--- config.mk ---
export PLATFORM = sky130hd
export DESIGN_NAME = fp32_mul_trunc
export DESIGN_NICKNAME = d
export VERILOG_FILES = /design/src/rtl/fpm_pkg.sv /design/src/rtl/fpm_unpack.sv /design/src/rtl/fpm_sig_norm.sv /design/src/rtl/fpm_exp_pack.sv /design/src/rtl/fp32_mul_trunc.sv
export SDC_FILE = /design/constraint.sdc
export NUM_CORES = 1
export LEC_CHECK = 0
export ABC_AREA = 0
export CELL_PAD_IN_SITES_DETAIL_PLACEMENT = 0
export CELL_PAD_IN_SITES_GLOBAL_PLACEMENT = 1
export CORE_UTILIZATION = 40
export DETAILED_ROUTE_END_ITERATION = 8
export PLACE_DENSITY = 0.76
export SETUP_SLACK_MARGIN = 0.02
export SLEW_MARGIN = 5
export SYNTH_ARGS = -nofsm -noshare
export SYNTH_HDL_FRONTEND = slang
export SYNTH_SLANG_ARGS = --single-unit
--- constraint.sdc ---
create_clock -name clk -period 17.65 [get_ports clk]
set_input_delay 5.295 -clock clk [delete_from_list [all_inputs] [get_ports clk]]
set_output_delay 5.295 -clock clk [all_outputs]
set_load 0.02 [all_outputs]
--- src/rtl/fpm_pkg.sv ---
package fpm_pkg;
    localparam int EXP_W   = 8;
    localparam int FRAC_W  = 23;
    localparam int WORD_W  = 1 + EXP_W + FRAC_W;
    localparam int SIG_W   = FRAC_W + 1;
    localparam int PROD_W  = 2 * SIG_W;
    localparam int SUM_W   = EXP_W + 2;
    localparam int BIAS    = (1 << (EXP_W - 1)) - 1;
    localparam int EXP_MAX = (1 << EXP_W) - 1;

    typedef struct packed {
        logic              sign;
        logic [EXP_W-1:0]  exp;
        logic [FRAC_W-1:0] frac;
    } fp_word_t;

    typedef struct packed {
        logic              sign;
        logic              is_zero;
        logic [EXP_W-1:0]  exp;
        logic [SIG_W-1:0]  sig;
    } fp_unpacked_t;

    typedef enum logic [1:0] {
        CLS_NORMAL = 2'd0,
        CLS_ZERO   = 2'd1,
        CLS_OVF    = 2'd2,
        CLS_UNF    = 2'd3
    } res_class_t;

    function automatic fp_word_t make_word(input logic s,
                                           input logic [EXP_W-1:0] e,
                                           input logic [FRAC_W-1:0] f);
        fp_word_t w;
        w.sign = s;
        w.exp  = e;
        w.frac = f;
        return w;
    endfunction
endpackage

--- src/rtl/fpm_unpack.sv ---
module fpm_unpack
    import fpm_pkg::*;
(
    input  logic [WORD_W-1:0] word,
    output fp_unpacked_t      up
);
    fp_word_t w;
    assign w = fp_word_t'(word);

    always_comb begin
        up.sign    = w.sign;
        up.exp     = w.exp;
        up.is_zero = (w.exp == '0) && (w.frac == '0);
        up.sig     = {1'b1, w.frac};
    end
endmodule

--- src/rtl/fpm_sig_norm.sv ---
module fpm_sig_norm
    import fpm_pkg::*;
(
    input  logic [SIG_W-1:0]  sig_a,
    input  logic [SIG_W-1:0]  sig_b,
    output logic [FRAC_W-1:0] frac,
    output logic              shift
);
    logic [PROD_W-1:0] prod;

    always_comb begin
        prod  = PROD_W'(sig_a) * PROD_W'(sig_b);
        shift = prod[PROD_W-1];
        if (shift)
            frac = prod[PROD_W-2 -: FRAC_W];
        else
            frac = prod[PROD_W-3 -: FRAC_W];
    end
endmodule

--- src/rtl/fpm_exp_pack.sv ---
module fpm_exp_pack
    import fpm_pkg::*;
(
    input  fp_unpacked_t      a,
    input  fp_unpacked_t      b,
    input  logic [FRAC_W-1:0] frac,
    input  logic              shift,
    output fp_word_t          res,
    output res_class_t        cls
);
    localparam logic [SUM_W-1:0] OVF_LIMIT = SUM_W'(EXP_MAX + BIAS);
    localparam logic [SUM_W-1:0] UNF_LIMIT = SUM_W'(BIAS);

    logic             sign;
    logic [SUM_W-1:0] sum;

    always_comb begin
        sign = a.sign ^ b.sign;
        sum  = {2'b00, a.exp} + {2'b00, b.exp} + SUM_W'(shift);
        if (a.is_zero || b.is_zero) begin
            cls = CLS_ZERO;
            res = make_word(sign, '0, '0);
        end else if (sum >= OVF_LIMIT) begin
            cls = CLS_OVF;
            res = make_word(sign, EXP_W'(EXP_MAX), '0);
        end else if (sum <= UNF_LIMIT) begin
            cls = CLS_UNF;
            res = make_word(sign, '0, '0);
        end else begin
            cls = CLS_NORMAL;
            res = make_word(sign, EXP_W'(sum - UNF_LIMIT), frac);
        end
    end
endmodule

--- src/rtl/fp32_mul_trunc.sv ---
module fp32_mul_trunc
    import fpm_pkg::*;
(
    input  logic              clk,
    input  logic              rst,
    input  logic              in_valid,
    input  logic [WORD_W-1:0] op_a,
    input  logic [WORD_W-1:0] op_b,
    output logic              out_valid,
    output logic [WORD_W-1:0] result,
    output logic              overflow,
    output logic              underflow
);
    localparam int N_OPS = 2;

    logic [WORD_W-1:0] ops [N_OPS];
    fp_unpacked_t      up  [N_OPS];
    logic [FRAC_W-1:0] frac;
    logic              shift;
    fp_word_t          res;
    res_class_t        cls;

    assign ops[0] = op_a;
    assign ops[1] = op_b;

    for (genvar i = 0; i < N_OPS; i++) begin : g_unpack
        fpm_unpack u_unpack (
            .word (ops[i]),
            .up   (up[i])
        );
    end

    fpm_sig_norm u_sig (
        .sig_a (up[0].sig),
        .sig_b (up[1].sig),
        .frac  (frac),
        .shift (shift)
    );

    fpm_exp_pack u_pack (
        .a     (up[0]),
        .b     (up[1]),
        .frac  (frac),
        .shift (shift),
        .res   (res),
        .cls   (cls)
    );

    always_ff @(posedge clk) begin
        if (rst) begin
            out_valid <= 1'b0;
            result    <= '0;
            overflow  <= 1'b0;
            underflow <= 1'b0;
        end else begin
            out_valid <= in_valid;
            if (in_valid) begin
                result    <= res;
                overflow  <= (cls == CLS_OVF);
                underflow <= (cls == CLS_UNF);
            end
        end
    end

    // valid follows the input strobe by one cycle
    assert_valid_latency_R1: assert property (@(posedge clk) disable iff (rst)
        in_valid |=> out_valid);

    // sign of result is the XOR of operand signs
    assert_sign_xor_R2: assert property (@(posedge clk) disable iff (rst)
        in_valid |=> (result[WORD_W-1] == $past(op_a[WORD_W-1] ^ op_b[WORD_W-1])));

    // overflow gives a signed infinity
    assert_ovf_inf_R3: assert property (@(posedge clk) disable iff (rst)
        overflow |-> (result[WORD_W-2:0] == {{EXP_W{1'b1}}, {FRAC_W{1'b0}}}));

    // underflow gives a signed zero
    assert_unf_zero_R4: assert property (@(posedge clk) disable iff (rst)
        underflow |-> (result[WORD_W-2:0] == '0));

    // cannot both hold
    assert_flags_exclusive_R3: assert property (@(posedge clk) disable iff (rst)
        !(overflow && underflow));

    // a zero operand gives zero with no flags
    assert_zero_operand_R5: assert property (@(posedge clk) disable iff (rst)
        (in_valid && (op_a[WORD_W-2:0] == '0 || op_b[WORD_W-2:0] == '0)) |=>
        (result[WORD_W-2:0] == '0 && !overflow && !underflow));

    // idle cycles hold the result and drop the valid strobe
    assert_hold_idle_R10: assert property (@(posedge clk) disable iff (rst)
        !in_valid |=> (!out_valid && $stable(result) && $stable(overflow) && $stable(underflow)));
endmodule

[Word-level counts from Yosys, hierarchy flattened]
Cells that the tools add are included.
Operators by class
  $mul: 1
  $add $sub $neg: 3
  equal/unequal tests: 2
  $lt $le $gt $ge: 2
  reductions and logical operators: 7
  mux-type cells: 7
  bitwise logic cells: 1
Operator list (count)
  $mux 31: 3
  $mul 24x24->48: 1
  $logic_not 23->1: 2
  $mux 23: 1
  $logic_not 8->1: 2
  $add 9x1->10: 1
  $ge 10x9->1 const B: 1
  $le 10x7->1 const B: 1
  $add 8x8->9: 1
  $sub 8x7->8 const B: 1
  $mux 2: 3
  $eq 2x2->1 const B: 2
  $logic_and 1x1->1: 2
  $logic_or 1x1->1: 1
  $xor 1x1->1: 1
Word-level totals
  input port bits: 67
  output and inout port bits: 35
  flip-flop bits (word level): 35

[Logic depth before layout (Yosys ltp)]
  word-level depth: 7
  gate-level depth with buffers: 39

[Modules after synthesis]
Synthesis repeated with hierarchy kept, for this count alone.
Unflattened totals
  cell total of the unflattened synthesis: 2409
  area total of the unflattened synthesis: 21339.2 sq um
Modules (own cells, without submodules)
  fpm_sig_norm: times used 1, cells each 2077, area an instance 18408.9 sq um
  fp32_mul_trunc: times used 1, cells each 114, area an instance 1283.7 sq um
  fpm_exp_pack: times used 1, cells each 128, area an instance 1001.0 sq um
  fpm_unpack: times used 2, cells each 45, area an instance 322.8 sq um

[Worst setup path before layout]
Ideal clock, no wire load.
  path type: in2reg
  start: in op_b[3]
  end: reg result[21]
  setup time: 0.122 ns
  path buffers: 2
  data arrival time: 13.712 ns
  cell stages on the path: 38
  path slack: 3.816 ns
  cell sequence: clkbuf_1 nand2_1 fa_1 inv_1 fa_1 inv_1 fa_1 inv_1 fa_1 inv_1 fa_1 inv_1 fa_1 inv_1 fa_1 inv_1 ha_1 and4_4 [... 2 more ...] o21ai_2 o21ai_2 and2_4 o221ai_2 inv_2 fa_1 fa_1 nor2b_1 o21ai_0 a21oi_1 and4bb_2 o2111ai_1 a21oi_1 nor2b_1 buf_4 nand2b_2 nor2_1 a221o_1
Between the ends
  cells in the longest elaborated chain, start to end: 6
Ends and longest elaborated chain
  start, declared: line fp32_mul_trunc.sv:8  | input logic [WORD_W-1:0] op_b,
  $mul 24x24->48: line fpm_sig_norm.sv:12  | prod = PROD_W'(sig_a) * PROD_W'(sig_b);
  $add 9x1->10: line fpm_exp_pack.sv:19  | sum = {2'b00, a.exp} + {2'b00, b.exp} + SUM_W'(shift);
  $le 10x7->1: line fpm_exp_pack.sv:26  | end else if (sum <= UNF_LIMIT) begin
  $mux 31: line fpm_exp_pack.sv:26
  $mux 31: line fpm_exp_pack.sv:23  | end else if (sum >= OVF_LIMIT) begin
  $mux 31 (*): line fpm_exp_pack.sv:20  | if (a.is_zero || b.is_zero) begin
  end signal, assigned: line fp32_mul_trunc.sv:58  | result <= res;
  end, declared: line fp32_mul_trunc.sv:10  | output logic [WORD_W-1:0] result,
Mark *: on every way between the ends. The rest lies on a longest branch, timed or not.
A chain may end at the register's enable or synchronous reset.

[Final worst setup path]
  start: in op_b[8]
  end: reg result[21]
The elaborated chain is that of the path after synthesis.

==> flow_metrics.env <==
export IMPL_cts_inserted_buffers=5
export IMPL_clock_root_buffer="sky130_fd_sc_hd__clkbuf_16"
export IMPL_max_cap_viol_count=0
export IMPL_cts_setup_buffers=0
export IMPL_worstHoldEndpoint="result[14]$_SDFFE_PP0P_"
export IMPL_worst_setup_path_end_kind="flip-flop"
export IMPL_synthesis_nets=3047
export IMPL_critPathMaxStageDelay_ns=1.04
export IMPL_detailedPlacementHpwl_um=48600
export IMPL_synth_top_cells_by_count="sky130_fd_sc_hd__inv_1, sky130_fd_sc_hd__fa_1, sky130_fd_sc_hd__nand2_1"
export IMPL_run_status="complete, no violations"
export IMPL_grt_first_pass_wirelength_um=99800
export IMPL_max_slew_margin_pct=14.8
export IMPL_remaining_routing_drc_violations=0
export IMPL_grt_ovfl_total=0
export IMPL_die_height_um=227
export IMPL_hp_class="flip-flop to flip-flop"
export IMPL_io_buf_count=101
export IMPL_grt_max_degree=29
export IMPL_worstHoldPathCells=2
export IMPL_max_freq_ghz=0.0611
export IMPL_critPathMostFrequentCell="sky130_fd_sc_hd__fa_1"
export IMPL_clock_path_buffers=2
export IMPL_library_cell_occupying_the_most_area_in_the_post_synthesis_netlist="sky130_fd_sc_hd__fa_1"
export IMPL_max_slew_worst_pin_slew_ns=1.27
export IMPL_timing_hold_ws_ns=0.464
export IMPL_globalRouteMet1Util_pct=32.5
export IMPL_clk_pin_slew_worst_paths_ns=0.05
export IMPL_worst_r2r_setup_slack_ns=16.83
export IMPL_antenna_violating_nets_post_route=0
export IMPL_cts_repair_resize_count=0
export IMPL_die_width_um=227
export IMPL_tns_ns=0
export IMPL_iteration_0_drc_markers=958
export IMPL_placementRows=82
export IMPL_routed_wl_um=61100
export IMPL_post_synth_main_area_contributors="sky130_fd_sc_hd__fa_1, sky130_fd_sc_hd__ha_1, sky130_fd_sc_hd__inv_1"
export IMPL_final_max_slew_violation_count=0
export IMPL_synth_top_area_share_pct=47.6
export IMPL_synth_seq_area_share_pct=3.45
export IMPL_routabilityCongestion=0.900
export IMPL_edff_count_synth=0
export IMPL_layout_cell_area_non_filler_sq_um=22200
export IMPL_cp_arrival_ns=16.53
export IMPL_synthesis_area_per_instance_sq_um=8.75
export IMPL_vias=15700
export IMPL_postSynthRegisterBits=35
export IMPL_cts_tree="yes"
export IMPL_busiest_layer="met2"
export IMPL_synthesis_instances=2319
export IMPL_first_global_vias=17700
export IMPL_critical_path_startpoint="op_b[8]"
export IMPL_initial_antenna_violation_count=0
export IMPL_number_of_iterations_in_the_first_detailed_routing_pass=5
export IMPL_fin_crit_share_pct=92.7
export IMPL_synth_most_common_cell="sky130_fd_sc_hd__inv_1"
export IMPL_initial_utilization_pct=40.5
export IMPL_timing_final_setup_violations=0
export IMPL_grt_setup_unrepaired="false"
export IMPL_finClkSkew_ns=0
export IMPL_clk_insertion_delay_late_ns=0.28
export IMPL_insertedDiodeCount=0
export IMPL_grtUsageMet3_pct=3.37
export IMPL_final_layout_size_suffix_gt1_share_pct=3.13
export IMPL_fin_nets=3090
export IMPL_timing_worst_setup_path_type="input port to flip-flop"
export IMPL_core_area_sq_um=50100
export IMPL_fillers=4956
export IMPL_clock_sinks=35
export IMPL_grtUsageMet2_pct=44.6
export IMPL_number_of_top_level_pins=102
export IMPL_drt_wirelength_per_cell_um=20.1
export IMPL_hold_violations=0
export IMPL_crit_reg2reg_launch="result[18]$_SDFFE_PP0P_"
export IMPL_synth_warning_count=0
export IMPL_place_area_sq_um=22100
export IMPL_crit_path_max_fanout=28
export IMPL_count_of_different_cell_masters_after_synthesis=77
export IMPL_area_growth_synth_to_final_pct=9.34
export IMPL_synth_main_ff_cell="sky130_fd_sc_hd__dfxtp_1"
export IMPL_hp_start="result[14]$_SDFFE_PP0P_"
export IMPL_worstPathRequired_ns=17.81
export IMPL_share_of_synthesized_registers_carrying_an_async_set_or_reset_pct=0
export IMPL_crit_reg2reg_capture="result[18]$_SDFFE_PP0P_"
export IMPL_via_per_inst=5.19
export IMPL_slowest_stage="sky130_fd_sc_hd__clkdlybuf4s50_1"
export IMPL_critical_path_startpoint_type="input port"
export IMPL_timing_final_crit_period_ns=16.37
export IMPL_cts_hold_buffers_added=0
export IMPL_htree_num_levels=2
export IMPL_area_of_the_die_sq_um=51600
export IMPL_rr_worst_depth=2
export IMPL_grt_usage_pct=25.4
export IMPL_synth_area_sq_um=20300
## final cells by class
type	instances	area [sq um]	share of cell area, %
sequential	35	701	3.16
clock inverter	1	5.00	0.0225
tap	672	841	3.79
inverter	573	2150	9.69
clock buffer	6	139	0.626
timing repair buffer	144	1330	6.01
multi-input combinational	1603	17000	76.7
## worst max-delay path by stage
stage / to / slack (ns)
CTS: result[21]$_SDFFE_PP0P_ / 1.35
detailed placement: result[21]$_SDFFE_PP0P_ / 1.07
global route: result[21]$_SDFFE_PP0P_ / 0.47
floorplan: result[21]$_SDFFE_PP0P_ / 3.82
finish: result[21]$_SDFFE_PP0P_ / 1.28
global placement: result[21]$_SDFFE_PP0P_ / 1.29
## routing by layer
metal,vias to the layer above,wire [um]
li1,6951,-
met1,8092,24600
met2,577,30500
met3,113,4160
met4,0,1830
met5,-,0
## critical path, delay by kind of cell
family	cells	cell delay [ns]
simple gates	9	1.81
compound gates	9	2.48
buf+inv	10	2.36
fa+ha+maj	10	4.59
## sequential cells by signal, indices dropped and copies added (netlist names)
signal     count
out_valid      1
overflow       1
result        32
underflow      1
## through the flow
| stage | utilization, % | cells | setup WS, ns |
|---|---|---|---|
| 3_5_place_dp | 44.0 | 3027 | 1.07 |
| 6_report | 44.3 | 3034 | 1.28 |
| 3_3_place_gp | 44.0 | 3027 | 1.29 |
| 2_1_floorplan | - | 2319 | 3.82 |
| 4_1_cts | 44.3 | 3034 | 1.35 |
| 5_1_grt | 44.3 | 3034 | 0.473 |
## cell families (layout without fill, tap and decap cells)
kind of cell             after synthesis  count (layout)  share of synthesized area, %
AO/OA/AOI/OAI                        197             197                          6.56
AND/OR/NAND/NOR                      706             706                          17.0
XOR/XNOR                              32              32                          1.38
adder cells (fa/ha/maj)              661             661                          58.6
buffers and inverters                681             724                          12.7
flip-flops                            35              35                          3.45
multiplexers                           7               7                         0.351
## cells in the final DEF (no fill, tap or decap), types with 14 or more instances in the layout
cell and instances:
sky130_fd_sc_hd__a21o_1 24, sky130_fd_sc_hd__a21oi_1 62, sky130_fd_sc_hd__and2_1 221, sky130_fd_sc_hd__buf_4 43, sky130_fd_sc_hd__clkdlybuf4s50_1 101, sky130_fd_sc_hd__dfxtp_1 35, sky130_fd_sc_hd__fa_1 483, sky130_fd_sc_hd__ha_1 178
sky130_fd_sc_hd__inv_1 570, sky130_fd_sc_hd__nand2_1 337, sky130_fd_sc_hd__nand4_1 15, sky130_fd_sc_hd__nor2_1 62, sky130_fd_sc_hd__nor4_1 14, sky130_fd_sc_hd__o21ai_0 33, sky130_fd_sc_hd__xnor2_1 23
Power is not shown: default switching activity piles up to over one toggle a cycle in this logic, so the estimate is an artifact.
